$ cat src/rtl/cpr_pkg.sv
package cpr_pkg;
   localparam int NPORTS = 3;

   function automatic logic [3:0] latch_off(input int p);
      return 4'(1 + p);
   endfunction

   function automatic logic [3:0] dir_off(input int p);
      return 4'(4 + p);
   endfunction

   function automatic logic [3:0] txd_off(input int p);
      return 4'(7 + 3 * p);
   endfunction

   function automatic logic [3:0] sset_off(input int p);
      return 4'(9 + 3 * p);
   endfunction

   function automatic logic [7:0] txd_init(input int p);
      return (p == 2) ? 8'hFB : 8'hFF;
   endfunction
endpackage

$ cat src/rtl/cpr_port.sv
module cpr_port
   import cpr_pkg::*;
#(
   parameter int PORT_IDX   = 0,
   parameter int DW         = 8,
   parameter int PW         = 7,
   parameter int AW         = 4,
   parameter int SSET_RO_LSB = 3
) (
   input  logic          clk,
   input  logic          rst_n,
   input  logic          wr_en,
   input  logic [AW-1:0] addr,
   input  logic [DW-1:0] wdata,
   output logic [DW-1:0] latch_q,
   output logic [DW-1:0] dir_q,
   output logic [DW-1:0] txd_q,
   output logic [DW-1:0] sset_q,
   output logic [PW-1:0] pin_out,
   output logic [PW-1:0] pin_oe,
   output logic          upd
);
   localparam logic [DW-1:0] SSET_MASK = ~DW'((1 << SSET_RO_LSB) - 1);
   localparam logic [DW-1:0] TXD_RST   = DW'(txd_init(PORT_IDX));

   logic hit_latch, hit_dir, hit_txd, hit_sset, dir_change;

   always_comb begin
      hit_latch  = wr_en && (addr == AW'(latch_off(PORT_IDX)));
      hit_dir    = wr_en && (addr == AW'(dir_off(PORT_IDX)));
      hit_txd    = wr_en && (addr == AW'(txd_off(PORT_IDX)));
      hit_sset   = wr_en && (addr == AW'(sset_off(PORT_IDX)));
      dir_change = hit_dir && (wdata != dir_q);
   end

   always_ff @(posedge clk or negedge rst_n) begin
      if (!rst_n) begin
         latch_q <= '0;
         dir_q   <= '0;
         txd_q   <= TXD_RST;
         sset_q  <= '0;
         upd     <= 1'b0;
      end else begin
         if (hit_latch) latch_q <= wdata;
         if (dir_change) dir_q  <= wdata;
         if (hit_txd)   txd_q   <= wdata;
         if (hit_sset)  sset_q  <= wdata & SSET_MASK;
         upd <= hit_latch || dir_change;
      end
   end

   assign pin_out = latch_q[PW-1:0];
   assign pin_oe  = dir_q[PW-1:0];

   p_latch_drives_pins_r3: assert property (@(posedge clk) disable iff (!rst_n)
      hit_latch |=> (pin_out == $past(wdata[PW-1:0])));

   p_same_dir_quiet_r6: assert property (@(posedge clk) disable iff (!rst_n)
      (hit_dir && (wdata == dir_q) && !hit_latch) |=> !upd);

   p_latch_write_notifies_r6: assert property (@(posedge clk) disable iff (!rst_n)
      hit_latch |=> upd);

   p_sset_low_clear_r7: assert property (@(posedge clk) disable iff (!rst_n)
      hit_sset |=> (sset_q == ($past(wdata) & SSET_MASK)));
endmodule

$ cat src/rtl/cpr_rdmux.sv
module cpr_rdmux
   import cpr_pkg::*;
#(
   parameter int              DW  = 8,
   parameter int              PW  = 7,
   parameter int              AW  = 4,
   parameter logic [DW-1:0]   ID  = 8'hA1
) (
   input  logic                         clk,
   input  logic                         rst_n,
   input  logic                         rd_en,
   input  logic [AW-1:0]                addr,
   input  logic [NPORTS-1:0][DW-1:0]    latch_q,
   input  logic [NPORTS-1:0][DW-1:0]    dir_q,
   input  logic [NPORTS-1:0][DW-1:0]    txd_q,
   input  logic [NPORTS-1:0][DW-1:0]    sset_q,
   input  logic [NPORTS*PW-1:0]         pin_in,
   output logic [DW-1:0]                rdata
);
   localparam logic [DW-1:0] HI_FROM_REG = ~DW'((1 << PW) - 1);

   logic [NPORTS-1:0][DW-1:0] merged;
   logic [DW-1:0]             rd_next;

   for (genvar p = 0; p < NPORTS; p++) begin : g_merge
      logic [DW-1:0] sel_reg, pins_ext;
      assign sel_reg   = dir_q[p] | HI_FROM_REG;
      assign pins_ext  = {{(DW-PW){1'b1}}, pin_in[p*PW +: PW]};
      assign merged[p] = (latch_q[p] & sel_reg) | (pins_ext & ~sel_reg);
   end

   always_comb begin
      rd_next = '0;
      if (addr == '0) rd_next = ID;
      for (int p = 0; p < NPORTS; p++) begin
         if (addr == AW'(latch_off(p))) rd_next = merged[p];
         if (addr == AW'(dir_off(p)))   rd_next = dir_q[p];
         if (addr == AW'(txd_off(p)))   rd_next = txd_q[p];
         if (addr == AW'(sset_off(p)))  rd_next = sset_q[p];
      end
   end

   always_ff @(posedge clk or negedge rst_n) begin
      if (!rst_n)     rdata <= '0;
      else if (rd_en) rdata <= rd_next;
   end

   p_id_read_r2: assert property (@(posedge clk) disable iff (!rst_n)
      (rd_en && addr == '0) |=> (rdata == ID));

   p_rdata_hold_r10: assert property (@(posedge clk) disable iff (!rst_n)
      !rd_en |=> $stable(rdata));

   p_top_bit_latch_r5: assert property (@(posedge clk) disable iff (!rst_n)
      (rd_en && addr == AW'(latch_off(0))) |=> (rdata[DW-1] == $past(latch_q[0][DW-1])));
endmodule

$ cat src/rtl/ctrl_port_regfile.sv
module ctrl_port_regfile
   import cpr_pkg::*;
#(
   parameter int            DW           = 8,
   parameter int            PW           = 7,
   parameter int            AW           = 4,
   parameter logic [7:0]    REGION_BITS  = 8'h80,
   parameter bit            BOOT_FW      = 1'b1,
   parameter bit            EXP_ATTACHED = 1'b0
) (
   input  logic                 clk,
   input  logic                 rst_n,
   input  logic                 wr_en,
   input  logic                 rd_en,
   input  logic [AW-1:0]        addr,
   input  logic [DW-1:0]        wdata,
   output logic [DW-1:0]        rdata,
   input  logic [NPORTS*PW-1:0] pin_in,
   output logic [NPORTS*PW-1:0] pin_out,
   output logic [NPORTS*PW-1:0] pin_oe,
   output logic [NPORTS-1:0]    port_upd
);
   localparam logic [DW-1:0] ID_VAL = DW'(REGION_BITS) | DW'(BOOT_FW)
                                      | (EXP_ATTACHED ? '0 : DW'(8'h20));

   if (PW >= DW) begin : g_bad_pw
      $error("pin width must be below register width");
   end
   if (AW < 4) begin : g_bad_aw
      $error("address width must cover 16 offsets");
   end
   if (DW < 6) begin : g_bad_dw
      $error("register width must hold the identity flags");
   end

   logic [NPORTS-1:0][DW-1:0] latch_q, dir_q, txd_q, sset_q;

   for (genvar p = 0; p < NPORTS; p++) begin : g_port
      cpr_port #(
         .PORT_IDX(p), .DW(DW), .PW(PW), .AW(AW), .SSET_RO_LSB(3)
      ) u_port (
         .clk     (clk),
         .rst_n   (rst_n),
         .wr_en   (wr_en),
         .addr    (addr),
         .wdata   (wdata),
         .latch_q (latch_q[p]),
         .dir_q   (dir_q[p]),
         .txd_q   (txd_q[p]),
         .sset_q  (sset_q[p]),
         .pin_out (pin_out[p*PW +: PW]),
         .pin_oe  (pin_oe[p*PW +: PW]),
         .upd     (port_upd[p])
      );
   end

   cpr_rdmux #(.DW(DW), .PW(PW), .AW(AW), .ID(ID_VAL)) u_rdmux (
      .clk     (clk),
      .rst_n   (rst_n),
      .rd_en   (rd_en),
      .addr    (addr),
      .latch_q (latch_q),
      .dir_q   (dir_q),
      .txd_q   (txd_q),
      .sset_q  (sset_q),
      .pin_in  (pin_in),
      .rdata   (rdata)
   );

   p_ro_write_quiet_r9: assert property (@(posedge clk) disable iff (!rst_n)
      (wr_en && (addr == 4'h0 || addr == 4'h8 || addr == 4'hB || addr == 4'hE))
      |=> (port_upd == '0 && $stable(pin_out) && $stable(pin_oe)));
endmodule

$ cat config.mk
export PLATFORM = sky130hd
export DESIGN_NAME = ctrl_port_regfile
export DESIGN_NICKNAME = d
export VERILOG_FILES = /design/src/rtl/cpr_pkg.sv /design/src/rtl/cpr_port.sv /design/src/rtl/cpr_rdmux.sv /design/src/rtl/ctrl_port_regfile.sv
export SDC_FILE = /design/constraint.sdc
export NUM_CORES = 1
export LEC_CHECK = 0
export BUFFER_PORTS_ARGS = -buffer_cell sky130_fd_sc_hd__buf_2
export CORE_MARGIN = 1
export CORE_UTILIZATION = 33
export CTS_CLUSTER_DIAMETER = 80
export DETAILED_ROUTE_END_ITERATION = 8
export GPL_ROUTABILITY_DRIVEN = 1
export PLACE_DENSITY = 0.49
export SLEW_MARGIN = 0
export SYNTH_ARGS = -nofsm -noshare
export SYNTH_HDL_FRONTEND = slang
export SYNTH_SLANG_ARGS = --single-unit
$ cat constraint.sdc
create_clock -name clk -period 3.6 [get_ports clk]
set_clock_uncertainty 0.15 [all_clocks]
set_input_delay 0.18 -clock clk [delete_from_list [all_inputs] [get_ports clk]]
set_output_delay 0.18 -clock clk [all_outputs]
set_load 0.03 [all_outputs]
==> flow_metrics.tcl, run 1 <==
set metrics [dict create \
    gr-total-overflow 0 \
    p_per_area_nw_per_um2 576 \
    cap_violations 0 \
    worstSkewPairLatency_ns 0.36 \
    slew_viol_final 0 \
    ys_top_cells_by_area "dfrtp_1 33%, mux2_2 18%, dfstp_2 10%" \
    core_um2 16800 \
    peakVddDrop_uv 297 \
    holdPathEnd "u_rdmux.rdata[2]" \
    slew_headroom 0.256 \
    leakage_nw 2.75 \
    synth.avg_cell_area_um2 10.6 \
    r2r_setup_slack_ns 1.44 \
    fin_cells 789 \
    drive_above_1_share 0.420 \
    syn_nets 580 \
    r2r-end "u_rdmux.rdata[5]" \
    cts.repair_timing.setup_buffer_count 0 \
    drt_iter0_markers 300 \
    critical_path.max_fanout 37 \
    antenna_found_initial 0 \
    hold_path_depth 5 \
    async_reset_ff_frac 1.00 \
    status "complete, no violations" \
    dpl.hpwl_mm 12.2 \
    syn_area_um2 5770 \
    endpoint_kind "flop" \
    hold_violations 0 \
    drt-vias-per-instance 5.51 \
    dp.cells 772 \
    grt_pass1_wl_mm 26.5 \
    rr_startpoint "g_port[0].u_port.dir_q[5]" \
    initial_core_util 0.343 \
    dr.pass1.iters 5 \
    die_w_um 134 \
    ys_seq_area_frac 0.430 \
    grt_pass1_vias 4269 \
    synth.most_common_cell "mux2_2" \
    ys_top_cells_by_count "91 x mux2_2, 75 x dfrtp_1, 47 x buf_4" \
    detail_route.wl_per_cell_um 21.7 \
    ant_nets 0 \
    clk_pin_slew_worst_paths_ns 0.07 \
    synth.distinct_cells 62 \
    ios 90 \
    synth_edf_count 0 \
    fin_nets 601 \
    layout_worst_path_cycle_share 0.630 \
    period_needed_ns 2.27 \
    required_ns 3.72 \
    vias 4349 \
    synthesis.instances 543 \
    root_buffer "clkbuf_16" \
    wl_mm 17.1 \
    synth_top_cell_by_area "dfrtp_1" \
    tns_ns 0 \
    cts-buffers-inserted 9 \
    rsz0062_at_grt "false" \
    yosysWarnings 0 \
    path_class "input pin to flop" \
    gp_congestion 0.842 \
    ys_ff_latch 98 \
    cts_resized 0 \
    fmax_mhz 441 \
    diodes 0 \
    htree_num_levels 3 \
    grt_util_all_layers 0.199 \
    cts_tree "yes" \
    ys_dominant_reg_cell "dfrtp_1" \
    setup_violations 0 \
    worstPathArrival_ns 2.39 \
    die_y_um 134 \
    area_growth_pct 9.81 \
    portBuffers 89 \
    grt_max_degree 85 \
    clock-sinks 98 \
    worstSetupStartpointType "input pin" \
    worst_pin_slew_ns 1.10 \
    fp.dieArea_um2 18000 \
    drc 0 \
    yosysTopAreaCellShare 0.326 \
    reg2reg_depth 5 \
    hp-class "input pin to flop" \
    rows 47 \
    clk_path_buf_depth 2 \
    holdCritStartpoint "pin_in[9]" \
]
-- layout by cell type, fill, tap and decap left out, types with 3 or more instances in the layout --
master      n
a211oi_1    3
a21boi_0    3
a21o_1      5
a21oi_1    30
a221o_1     5
a22o_1      4
a22oi_1     5
a2bb2oi_1   3
a31oi_1     3
a32oi_1     3
and3_1      5
and4bb_2    4
buf_2      88
buf_4       5
clkbuf_16   9
dfrtp_1    75
dfstp_2    23
inv_1      11
mux2_2     91
mux2i_1     4
nand2_1    26
nand2b_1   11
nand4_1     6
nor2_1     20
nor2b_1    14
nor3_1      4
nor3b_1     4
o21ai_0    24
o21ai_1     3
o221ai_1    8
xnor2_1    16
xor2_1      8
-- power breakdown --
part / switching [mW] / leakage, nW / internal, mW
Combinational: 0.600 / 1.43 / 0.419
Sequential: 0.230 / 1.17 / 1.39
Clock: 0.437 / 0.145 / 0.576
Total: 1.27 / 2.75 / 2.38
-- worst max path at each step --
stage	startpoint	end	slack, ns	depth (start not counted)
floorplan	addr[2]	u_rdmux.rdata[3]	1.80	6
global placement	addr[0]	u_rdmux.rdata[4]	1.02	6
detailed placement	addr[1]	g_port[1].u_port.txd_q[1]	0.97	4
CTS	addr[1]	g_port[1].u_port.txd_q[1]	1.37	4
global route	addr[2]	g_port[1].u_port.txd_q[2]	1.17	4
finish	addr[2]	g_port[1].u_port.txd_q[1]	1.33	4
-- critical path, stage by stage --
cell	delay, ns
buf_2	0.30
nor4bb_1	1.00
nand2_1	0.49
mux2_2	0.40
-- kinds of logic (layout without fill, tap and decap cells) --
kind of cell / Yosys count / after routing / synth area share
AOI/OAI and AO/OA: 119 / 119 / 0.142
xor gates and xnor gates: 24 / 24 / 0.0365
buffers and inverters: 96 / 122 / 0.0953
DFF: 98 / 98 / 0.430
muxes: 95 / 95 / 0.185
and+or+nand+nor: 111 / 111 / 0.112
-- cell type report --
cell class	count	area, um2
inverters	12	45.0
multi-input cells	349	2740
fillers	1707	10500
clock buffers	12	256
clock inverters	4	50.0
repair buffers	94	488
well taps	220	275
flip-flops and latches	98	2480
-- sequential cells by signal (all words and copies together) (netlist names) --
signal                 count
u_rdmux.rdata              8
g_port.u_port.latch_q     24
g_port.u_port.upd          3
g_port.u_port.dir_q       24
g_port.u_port.txd_q       24
g_port.u_port.sset_q      15
-- per-layer routing --
layer,track usage,up-vias,part of all wire
met5,0,-,0
met3,0.0291,37,0.055
li1,-,1962,-
met1,0.290,2177,0.48
met2,0.291,173,0.43
met4,0.0905,0,0.035
-- metrics by stage --
stage	setup WS [ns]	hold WS (ns)	total power, mW	util	instance area (um2)
CTS	1.37	0.100	3.67	0.376	6330
detailed placement	0.974	0.305	2.66	0.358	6010
global route	1.17	0.127	3.83	0.376	6330
floorplan	1.80	-0.266	2.45	-	5770
global placement	1.02	0.288	2.64	0.358	6010
finish	1.33	0.110	3.65	0.376	6330
-- repair_timing --
item,4_1_cts,5_1_grt
hold endpoints to repair,64,0
endpoints found under the setup margin,0,0
hold buffers,1,0
No activity file was read; power rests on OpenSTA's default activity.
==> run 2: changes to the inputs <==
Clock period 3.6 ns to 2.3 ns, I/O delays scaled along.
==> flow_metrics.tcl, run 2 (synthesis results as in run 1) <==
set metrics [dict create \
    status "complete, no violations" \
    core_um2 16800 \
    grt_max_degree 44 \
    post-route-cell-area_um2 6570 \
    clk_pin_slew_worst_paths_ns 0.07 \
    final_util 0.390 \
    path_class "flop to flop" \
    initial_core_util 0.343 \
    worstPathArrival_ns 2.10 \
    dr.pass1.iters 5 \
    fin_cells 818 \
    die_y_um 134 \
    required_ns 2.39 \
    dpl.hpwl_mm 13.3 \
    slew_headroom 0.648 \
    rsz0062_at_grt "false" \
    drt_iter0_markers 314 \
    cap_violations 0 \
    peakVddDrop_uv 524 \
    regArea_um2 2480 \
    switching_share 0.339 \
    clock-sinks 98 \
    layout_worst_path_cycle_share 0.874 \
    vias 4390 \
    ant_nets 0 \
    worstSkewPairLatency_ns 0.36 \
    period_needed_ns 2.01 \
    tns_ns 0 \
    worst_pin_slew_ns 0.519 \
    slew_viol_final 0 \
    drive_above_1_share 0.446 \
    max_stage_delay_ns 0.49 \
    fillCellCount 1695 \
    cts_tree "yes" \
    root_buffer "clkbuf_16" \
    crit_buf_inv 0 \
    hp-class "input pin to flop" \
    gr-total-overflow 0 \
    die_w_um 134 \
    p_clk_frac 0.276 \
    dp.cells 801 \
    cts-buffers-inserted 9 \
    leakage_nw 2.90 \
    gp_congestion 0.848 \
    critical_path.max_fanout 5 \
    diodes 0 \
    fin_nets 630 \
    worstSetupStartpointType "flop" \
    fmax_mhz 498 \
    p_comb_frac 0.290 \
    drc 0 \
    endpoint_kind "flop" \
    power_frac_seq 0.434 \
    cpMaxStageDelayCell "dfrtp_1" \
    p_per_area_nw_per_um2 880 \
    final_common_cell "mux2_2" \
    clk_path_buf_depth 2 \
    cts.repair_timing.setup_buffer_count 0 \
    grt_pass1_vias 4338 \
    cp_top_family "compound AO/OA/AOI/OAI gates" \
    area_growth_pct 13.9 \
    largestRegisters "g_port.u_port.dir_q: 24 flops, g_port.u_port.latch_q: 24 flops, g_port.u_port.txd_q: 24 flops" \
    multi_input_area_um2 2740 \
    cp_cell_sequence "mux2i_1 -> nand2_1 -> a21o_1 -> a211o_1 -> a221o_1" \
    portBuffers 89 \
    wl_mm 17.9 \
    ctsHoldBuffers 1 \
    antenna_found_initial 0 \
    rows 47 \
    final_cell_mix "91 x mux2_2, 88 x buf_2, 75 x dfrtp_1" \
    placed_area_um2 6240 \
    setup_violations 0 \
    detail_route.wl_per_cell_um 21.8 \
    ios 90 \
    drt-vias-per-instance 5.37 \
    htree_num_levels 3 \
    grt_util_all_layers 0.209 \
    switching_power_mw 1.96 \
    grt_pass1_wl_mm 27.4 \
    p_int_mw 3.82 \
    fp.dieArea_um2 18000 \
    hold_violations 0 \
    cts_resized 0 \
]
[run 2: cell count changes in the layout (fill, tap and decap cells not counted), sizes merged]
cell      before  now
clkbuf        12   10
buf           93  122
bufinv         1    2
clkinvlp       2    1
clkinv         1    3
[run 2: worst register-to-register path, stage by stage, from the launching register on]
cell	delay (ns)
dfrtp_1	0.49
mux2i_1	0.30
nand2_1	0.12
a21o_1	0.23
a211o_1	0.32
a221o_1	0.30
[run 2: metrics by stage]
stage / power [mW] / setup WS, ns / hold WS [ns]
after CTS: 5.84 / 0.297 / 0.0386
after floorplan: 3.84 / 0.560 / -0.331
final: 5.78 / 0.290 / 0.0349
after global routing: 6.07 / 0.140 / 0.0667
after detailed placement: 4.22 / 0.121 / -0.0286
after global placement: 4.19 / 0.141 / -0.0248
[run 2: worst paths after layout]
| path | start | slack [ns] | cells after the start | to |
|---|---|---|---|---|
| setup reg to reg | g_port[1].u_port.dir_q[3] | 0.29 | 5 | u_rdmux.rdata[3] |
| max in group asynchronous | rst_n | 1.09 | 3 | g_port[1].u_port.txd_q[6] |
| min in group asynchronous | rst_n | 0.12 | 2 | g_port[0].u_port.dir_q[2] |
| hold / removal | pin_in[8] | 0.03 | 5 | u_rdmux.rdata[1] |
| hold reg to reg | g_port[0].u_port.latch_q[7] | 0.35 | 1 | g_port[0].u_port.latch_q[7] |
| setup / recovery | g_port[1].u_port.dir_q[3] | 0.29 | 5 | u_rdmux.rdata[3] |
[run 2: metal layers]
metal	share of wire	wire length, um	track usage
met5	0	0	0
met4	0.018	319	0.0605
met3	0.049	867	0.0370
met2	0.45	8050	0.313
met1	0.48	8610	0.306
[run 2: final cells by class]
class                   count  area share
multi-input cells         349       0.417
well taps                 220      0.0419
clock inverters             6      0.0124
flip-flops and latches     98       0.378
clock buffers              10      0.0349
inverters                  12     0.00686
repair buffers            123       0.109
[run 2: power groups by stage]
stage	sequential, mW	clock [mW]	combinational [mW]
floorplan	2.46	0	1.37
global placement	2.52	0	1.67
detailed placement	2.53	0	1.69
CTS	2.50	1.64	1.69
global route	2.56	1.71	1.80
finish	2.51	1.59	1.68
